**src/rtl/dd_sched_pkg.sv**
```systemverilog
// Shared types for the dual-display refresh scheduler.
// Assumes nothing beyond a single clock domain.
package dd_sched_pkg;

    // Destination of a refresh fetch, carried on the memory command tag.
    typedef enum logic {
        TGT_COLOR = 1'b0,
        TGT_MONO  = 1'b1
    } fetch_tgt_e;

    // Number of displays served from the shared memory.
    localparam int unsigned N_DISP = 2;

endpackage

```
**src/rtl/refresh_slot_seq.sv**
```systemverilog
// Slot sequencer: runs the strict display/free alternation and walks
// the per-line fetch pattern. Monochrome fetches fall on every
// STRIDE-th display slot until MONO_SLOTS of them are used; all
// other slots fetch colour. Once SLOTS fetches are done, it stays
// idle until the next line start.
// Assumes line_start is a single-cycle pulse.
module refresh_slot_seq
    import dd_sched_pkg::*;
#(
    parameter int unsigned SLOTS      = 46,
    parameter int unsigned MONO_SLOTS = 6,
    parameter int unsigned STRIDE     = 7
) (
    input  logic       clk,
    input  logic       rst_n,
    input  logic       line_start,
    output logic       disp_slot,
    output logic       fetch_now,
    output fetch_tgt_e fetch_tgt
);

    localparam int unsigned SLOT_W = $clog2(SLOTS + 1);
    localparam int unsigned STR_W  = (STRIDE > 1) ? $clog2(STRIDE) : 1;
    localparam int unsigned MC_W   = $clog2(MONO_SLOTS + 1);

    logic              phase_q;
    logic [SLOT_W-1:0] slot_cnt;
    logic [STR_W-1:0]  stride_cnt;
    logic [MC_W-1:0]   mono_cnt;
    logic              mono_pick;

    // Toggle between the free cycle and the display slot every cycle.
    always_ff @(posedge clk) begin
        if (!rst_n) phase_q <= 1'b0;
        else        phase_q <= ~phase_q;
    end

    assign disp_slot = phase_q;
    assign fetch_now = phase_q && (slot_cnt < SLOT_W'(SLOTS));
    assign mono_pick = (stride_cnt == STR_W'(STRIDE - 1))
                    && (mono_cnt < MC_W'(MONO_SLOTS));
    assign fetch_tgt = mono_pick ? TGT_MONO : TGT_COLOR;

    // Advance the line pattern on each fetch; a line start rewinds it.
    always_ff @(posedge clk) begin
        if (!rst_n) begin
            slot_cnt   <= SLOT_W'(SLOTS);
            stride_cnt <= '0;
            mono_cnt   <= '0;
        end else if (line_start) begin
            slot_cnt   <= '0;
            stride_cnt <= '0;
            mono_cnt   <= '0;
        end else if (fetch_now) begin
            slot_cnt   <= slot_cnt + SLOT_W'(1);
            stride_cnt <= (stride_cnt == STR_W'(STRIDE - 1))
                          ? '0 : stride_cnt + STR_W'(1);
            if (mono_pick) mono_cnt <= mono_cnt + MC_W'(1);
        end
    end

endmodule

```
**src/rtl/word_addr_ctr.sv**
```systemverilog
// Word address counter for one display's frame buffer. A load takes
// priority over a step, so a fetch in the same cycle as a reload has
// used the old address.
// Assumes load and step are qualified by the caller.
module word_addr_ctr #(
    parameter int unsigned W = 20
) (
    input  logic         clk,
    input  logic         rst_n,
    input  logic         load,
    input  logic [W-1:0] base,
    input  logic         step,
    output logic [W-1:0] addr
);

    // Reload the frame base or advance one word per fetch.
    always_ff @(posedge clk) begin
        if (!rst_n)    addr <= '0;
        else if (load) addr <= base;
        else if (step) addr <= addr + W'(1);
    end

endmodule

```
**src/rtl/cpu_slot_arb.sv**
```systemverilog
// Free-cycle arbiter. It grants a requester in any non-display cycle.
// A request seen during a display slot is remembered and granted in
// the free cycle that follows.
// Assumes free cycles and display slots alternate strictly.
module cpu_slot_arb (
    input  logic clk,
    input  logic rst_n,
    input  logic disp_slot,
    input  logic cpu_req,
    output logic cpu_gnt
);

    logic pend_q;

    // Hold a request raised in a display slot until the next free cycle.
    always_ff @(posedge clk) begin
        if (!rst_n)         pend_q <= 1'b0;
        else if (disp_slot) pend_q <= pend_q | cpu_req;
        else                pend_q <= 1'b0;
    end

    assign cpu_gnt = !disp_slot && (cpu_req || pend_q);

endmodule

```
**src/rtl/dual_refresh_sched.sv**
```systemverilog
// Top of the dual-display refresh fetch scheduler. It derives the slot
// pattern from the pixel geometry, keeps one address counter per
// display and tags each fetch with its destination.
// Assumes the pixel geometry divides evenly into memory words.
module dual_refresh_sched
    import dd_sched_pkg::*;
#(
    parameter int unsigned WORD_W     = 256,
    parameter int unsigned CLR_PIXELS = 1280,
    parameter int unsigned CLR_BPP    = 8,
    parameter int unsigned MONO_PIXELS = 768,
    parameter int unsigned MONO_LINES = 2,
    parameter int unsigned ADDR_W     = 20
) (
    input  logic              clk,
    input  logic              rst_n,
    input  logic              line_start,
    input  logic              clr_field_start,
    input  logic [ADDR_W-1:0] clr_base,
    input  logic              mono_frame_start,
    input  logic [ADDR_W-1:0] mono_base,
    input  logic              cpu_req,
    output logic              cpu_gnt,
    output logic              mem_valid,
    output logic              mem_tag,
    output logic [ADDR_W-1:0] mem_addr
);

    localparam int unsigned CLR_WORDS  = (CLR_PIXELS * CLR_BPP) / WORD_W;
    localparam int unsigned MONO_WORDS = MONO_PIXELS / WORD_W;
    localparam int unsigned MONO_SLOTS = MONO_WORDS * MONO_LINES;
    localparam int unsigned SLOTS      = CLR_WORDS + MONO_SLOTS;
    localparam int unsigned STRIDE     = SLOTS / MONO_SLOTS;

    logic       disp_slot;
    logic       fetch_now;
    fetch_tgt_e fetch_tgt;

    logic              ctr_load [N_DISP];
    logic              ctr_step [N_DISP];
    logic [ADDR_W-1:0] ctr_base [N_DISP];
    logic [ADDR_W-1:0] ctr_addr [N_DISP];

    refresh_slot_seq #(
        .SLOTS      (SLOTS),
        .MONO_SLOTS (MONO_SLOTS),
        .STRIDE     (STRIDE)
    ) u_seq (
        .clk        (clk),
        .rst_n      (rst_n),
        .line_start (line_start),
        .disp_slot  (disp_slot),
        .fetch_now  (fetch_now),
        .fetch_tgt  (fetch_tgt)
    );

    // Route reload strobes, bases and fetch steps to each counter.
    always_comb begin
        ctr_load[TGT_COLOR] = clr_field_start;
        ctr_base[TGT_COLOR] = clr_base;
        ctr_step[TGT_COLOR] = fetch_now && (fetch_tgt == TGT_COLOR);
        ctr_load[TGT_MONO]  = mono_frame_start;
        ctr_base[TGT_MONO]  = mono_base;
        ctr_step[TGT_MONO]  = fetch_now && (fetch_tgt == TGT_MONO);
    end

    for (genvar d = 0; d < N_DISP; d++) begin : g_ctr
        word_addr_ctr #(.W(ADDR_W)) u_ctr (
            .clk   (clk),
            .rst_n (rst_n),
            .load  (ctr_load[d]),
            .base  (ctr_base[d]),
            .step  (ctr_step[d]),
            .addr  (ctr_addr[d])
        );
    end

    cpu_slot_arb u_arb (
        .clk       (clk),
        .rst_n     (rst_n),
        .disp_slot (disp_slot),
        .cpu_req   (cpu_req),
        .cpu_gnt   (cpu_gnt)
    );

    // Present the selected display's counter on the command port.
    always_comb begin
        mem_valid = fetch_now;
        mem_tag   = fetch_tgt;
        mem_addr  = (fetch_tgt == TGT_MONO) ? ctr_addr[TGT_MONO]
                                            : ctr_addr[TGT_COLOR];
    end

endmodule

```
**config.mk**
```make
export PLATFORM = sky130hd
export DESIGN_NAME = dual_refresh_sched
export DESIGN_NICKNAME = d
export VERILOG_FILES = /design/src/rtl/dd_sched_pkg.sv /design/src/rtl/refresh_slot_seq.sv /design/src/rtl/word_addr_ctr.sv /design/src/rtl/cpu_slot_arb.sv /design/src/rtl/dual_refresh_sched.sv
export SDC_FILE = /design/constraint.sdc
export NUM_CORES = 1
export LEC_CHECK = 0
export BUFFER_PORTS_ARGS = -buffer_cell sky130_fd_sc_hd__buf_2
export CAP_MARGIN = 25
export CORE_ASPECT_RATIO = 1.75
export CORE_MARGIN = 5
export CORE_UTILIZATION = 45
export CTS_CLUSTER_SIZE = 10
export DETAILED_ROUTE_END_ITERATION = 16
export PLACE_DENSITY = 0.72
export SLEW_MARGIN = 25
export SYNTH_ARGS = -nofsm -noshare
export SYNTH_HDL_FRONTEND = slang
export SYNTH_SLANG_ARGS = --single-unit
```
**constraint.sdc**
```tcl
create_clock -name clk -period 5.6 [get_ports clk]
set_input_delay 0.56 -clock clk [delete_from_list [all_inputs] [get_ports clk]]
set_output_delay 0.56 -clock clk [all_outputs]
set_load 0.02 [all_outputs]
```
==> results.md <==
- Run status: finished, final reports clean
- Clock Tree Buf Depth: 2
- TritonCTS Buffers: 5
- Clock sink count: 54
- GP Congestion: roughly 0.86
- R2r setup slk: 2910 ps
- IO Count: 69
- Fillers: around 680
- Worst r2r src: u_seq.stride_cnt[0]
- Crit. Startpoint: u_seq.stride_cnt[0]
- Final setup viols: 0
- Dpl cells: 530
- Path depth of the worst reg2reg path: 6
- Net switching fraction of the power: 28.1%
- Cell count after synthesis: 405
- Peak VDD IR: 182 uV
- Period Utilization, post-route: between 50% and 60%
- Non-filler instance count after layout: around 540
- Int Power: between 0.0006 and 0.0007 W
- Worst min-delay path endpoint: u_arb.pend_q
- Synth Area in Compound Gates: between 10% and 20%
- Top FF cell, synth: dfxtp_1
- Worst hold start: u_arb.pend_q
- Drt total wl: ~8400 um
- Largest net degree at the start of global routing: 51
- Fraction of layout instances using a drive strength above 1: between 10% and 20%
- Site Rows: 39
- Hold path depth: 2
- Core box area: approximately 6500 um^2
- DP Wirelength: approximately 6200 um
- Vias in the first global route: between 2,000 and 3,000
- Post-CTS Resized: 0
- Root buf cell: clkbuf_16
- Part of the Yosys area used for sequential elements: between 30% and 40%
- Distinct cell type count after synthesis: 47
- Setup total negative slack: 0 ps
- Slew headroom: 41.0%
- P_sw: 0.000249 W
- CTS tree: built
- Min Tclk post-route: 2860 ps
- Leakage power: between 1 and 1.5 nW
- Final hold viol count: 0
- Clock skew: approximately 7.8 ps
- GR Overflow Total: 0
- Adder-cell share of the synthesized area: under 10%
- Routed length per instance: 15.7 um
- Net count after synthesis: ~460
- Fin nets: 505
- Req. time, crit path: about 5000 ps
- Critical Path Fanout Max: 41
- DRC: 0
- Top-count cell post-synth: nand2_1
- H-tree depth: 2
- Largest family of logic cells by synthesized area: simple AND/OR/NAND/NOR gates
- CTS Hold Bufs: 0
- Mapped cell area: approximately 3000 um^2
- Pwr Total: slightly below 0.0009 W
- Post-synth EDFFs: 0
- Fin area: between 3000 and 4000 um^2
- Synth area leader: dfxtp_1
- Fmax: approximately 350 MHz
- Routed Antenna Nets: 0
- Worst-Skew Late Latency: 300 ps
- Syn-to-layout area delta: 16.4%
- Overall Global Routing Usage: roughly 20%
- Crit start category: flop
- Avg Cell Area, Syn: 7.49 um^2
- WS Path Type: flop to output port
- Worst-margin pin slew: ~900 ps
- Detail-routed via count per cell: about 5.7
- Slew Viols, Final: 0
- Iteration count of the initial detailed-routing pass: 5
- Reg-to-Reg End: g_ctr[1].u_ctr.addr[17]
- Global-route wire length before repair: approximately 14,000 um
- Post-synth top area share: a little over a third
- RSZ-0062 raised after global routing: false
- I/O Buffers: 68
- Ys async rst share: 0%
- Initial antenna violation count: 0
- ANT cells: 0
- Synth cell count leaders: nand2_1, dfxtp_1, o21ai_0
- Starting density of the core: 46.4%
- Synth Area in XOR/XNOR: 9.52%
- Post-synthesis mux area share: under 10%
- PwrDens: between 200 and 300 nW/um^2
- Cell Area, Placed: around 3400 um^2
- Synth top area cells: dfxtp_1, nand2_1, o21ai_0, a21oi_1, xnor2_1
- #FFs+latches synth: 54
- Synth Area in Simple Gates: between 20% and 30%
- DIE AREA: 8550 um^2
- Clock Pin Slew Worst Setup and Hold Paths: roughly 70 ps
- WP data arrival: between 2000 and 2500 ps
- DRT iter0 DRCs: between 200 and 250
- HP Class: flop to flop
- CP endpoint kind: output port
- Via count: between 3,000 and 4,000
- Total of max-cap violations: 0
- Post-CTS Setup Inserts: 0
- Die height: ~120 um
- Gate power share: between 10 and 15%
- Yosys warns: 0
- Reg power frac: 49.5%
- Die X: about 70 um
- Clock power frac: 36.1%
==> per-layer routing <==
metal  vias to the layer above  wire [um]  part of all wire (%)  GRT usage (%)
met5                         -          0                     0              0
met4                         0        174                   2.1           8.00
met3                        15        393                   4.7           3.82
li1                       1536          -                     -              -
met1                      1409       3330                    39           22.5
met2                        86       4540                    54           36.3
==> area by class of cell <==
| cell class | count | area (um^2) | area share, % |
|---|---|---|---|
| Timing Repair Buffer | 69 | 348 | 9.84 |
| Inverter | 8 | 30.0 | 0.850 |
| Multi-Input combinational cell | 317 | 1820 | 51.5 |
| Sequential cell | 54 | 1080 | 30.6 |
| Clock buffer | 6 | 139 | 3.93 |
| Clock inverter | 2 | 12.5 | 0.354 |
| Tap cell | 82 | 103 | 2.90 |
==> how the worst max path moves through the flow <==
stage / end / cells past startpoint / slack [ps]
3_3_place_gp: g_ctr[0].u_ctr.addr[19] / 6 / 3080
6_report: mem_addr[14] / 6 / 2740
2_1_floorplan: mem_addr[10] / 8 / 3140
4_1_cts: mem_addr[14] / 6 / 2800
5_1_grt: mem_addr[18] / 6 / 2610
3_5_place_dp: g_ctr[1].u_ctr.addr[17] / 6 / 2990
==> worst max-delay path, stage by stage, from the launching register on <==
cell,delay [ps]
dfxtp_1,350
and3b_1,270
nand2_2,320
inv_2,620
nand2_1,100
o21ai_0,120
buf_2,210
==> registers in the layout (all words and copies together) (netlist names) <==
signal	cells
u_seq.mono_cnt	3
u_seq.disp_slot	1
g_ctr.u_ctr.addr	40
u_arb.pend_q	1
u_seq.slot_cnt	6
u_seq.stride_cnt	3
==> kinds of logic after synthesis <==
| kind of cell | after synthesis |
|---|---|
| and+or+nand+nor | 175 |
| AOI/OAI and AO/OA | 102 |
| DFF | 54 |
| buffers and inverters | 34 |
| xor gates and xnor gates | 33 |
| adders and majority gates | 4 |
| muxes | 3 |
==> power groups by stage <==
stage / registers [W] / logic (W) / clock network [W]
CTS: 0.000438 / 0.000129 / 0.000329
global placement: 0.000446 / 0.000125 / 0
finish: 0.000439 / 0.000128 / 0.000320
detailed placement: 0.000447 / 0.000128 / 0
floorplan: 0.000437 / 0.0000875 / 0
global route: 0.000443 / 0.000144 / 0.000343
==> layout by cell type, fill, tap and decap left out, types with 3 or more instances in the layout <==
| cell | instances |
|---|---|
| nand4_1 | 11 |
| buf_2 | 68 |
| ha_1 | 4 |
| nand3_1 | 20 |
| nand2_1 | 75 |
| nor3_1 | 8 |
| a31oi_1 | 6 |
| xor2_1 | 15 |
| clkbuf_16 | 5 |
| xnor2_1 | 18 |
| and3_1 | 8 |
| and4_1 | 5 |
| or3_1 | 4 |
| o21ai_0 | 46 |
| a21oi_1 | 33 |
| inv_1 | 5 |
| nor4_1 | 13 |
| or4_1 | 3 |
| nor2_1 | 15 |
| nand2b_1 | 4 |
| o31ai_1 | 3 |
| dfxtp_1 | 54 |
==> per-stage QoR <==
| step | utilization (%) | hold slack (ps) | setup WS (ps) |
|---|---|---|---|
| after global placement | 51.7 | 444 | 3080 |
| after global routing | 54.0 | 495 | 2610 |
| after floorplan | - | 436 | 3140 |
| after CTS | 54.0 | 471 | 2800 |
| final | 54.0 | 463 | 2740 |
| after detailed placement | 51.7 | 455 | 2990 |
Power figures use the tool's default switching activity.
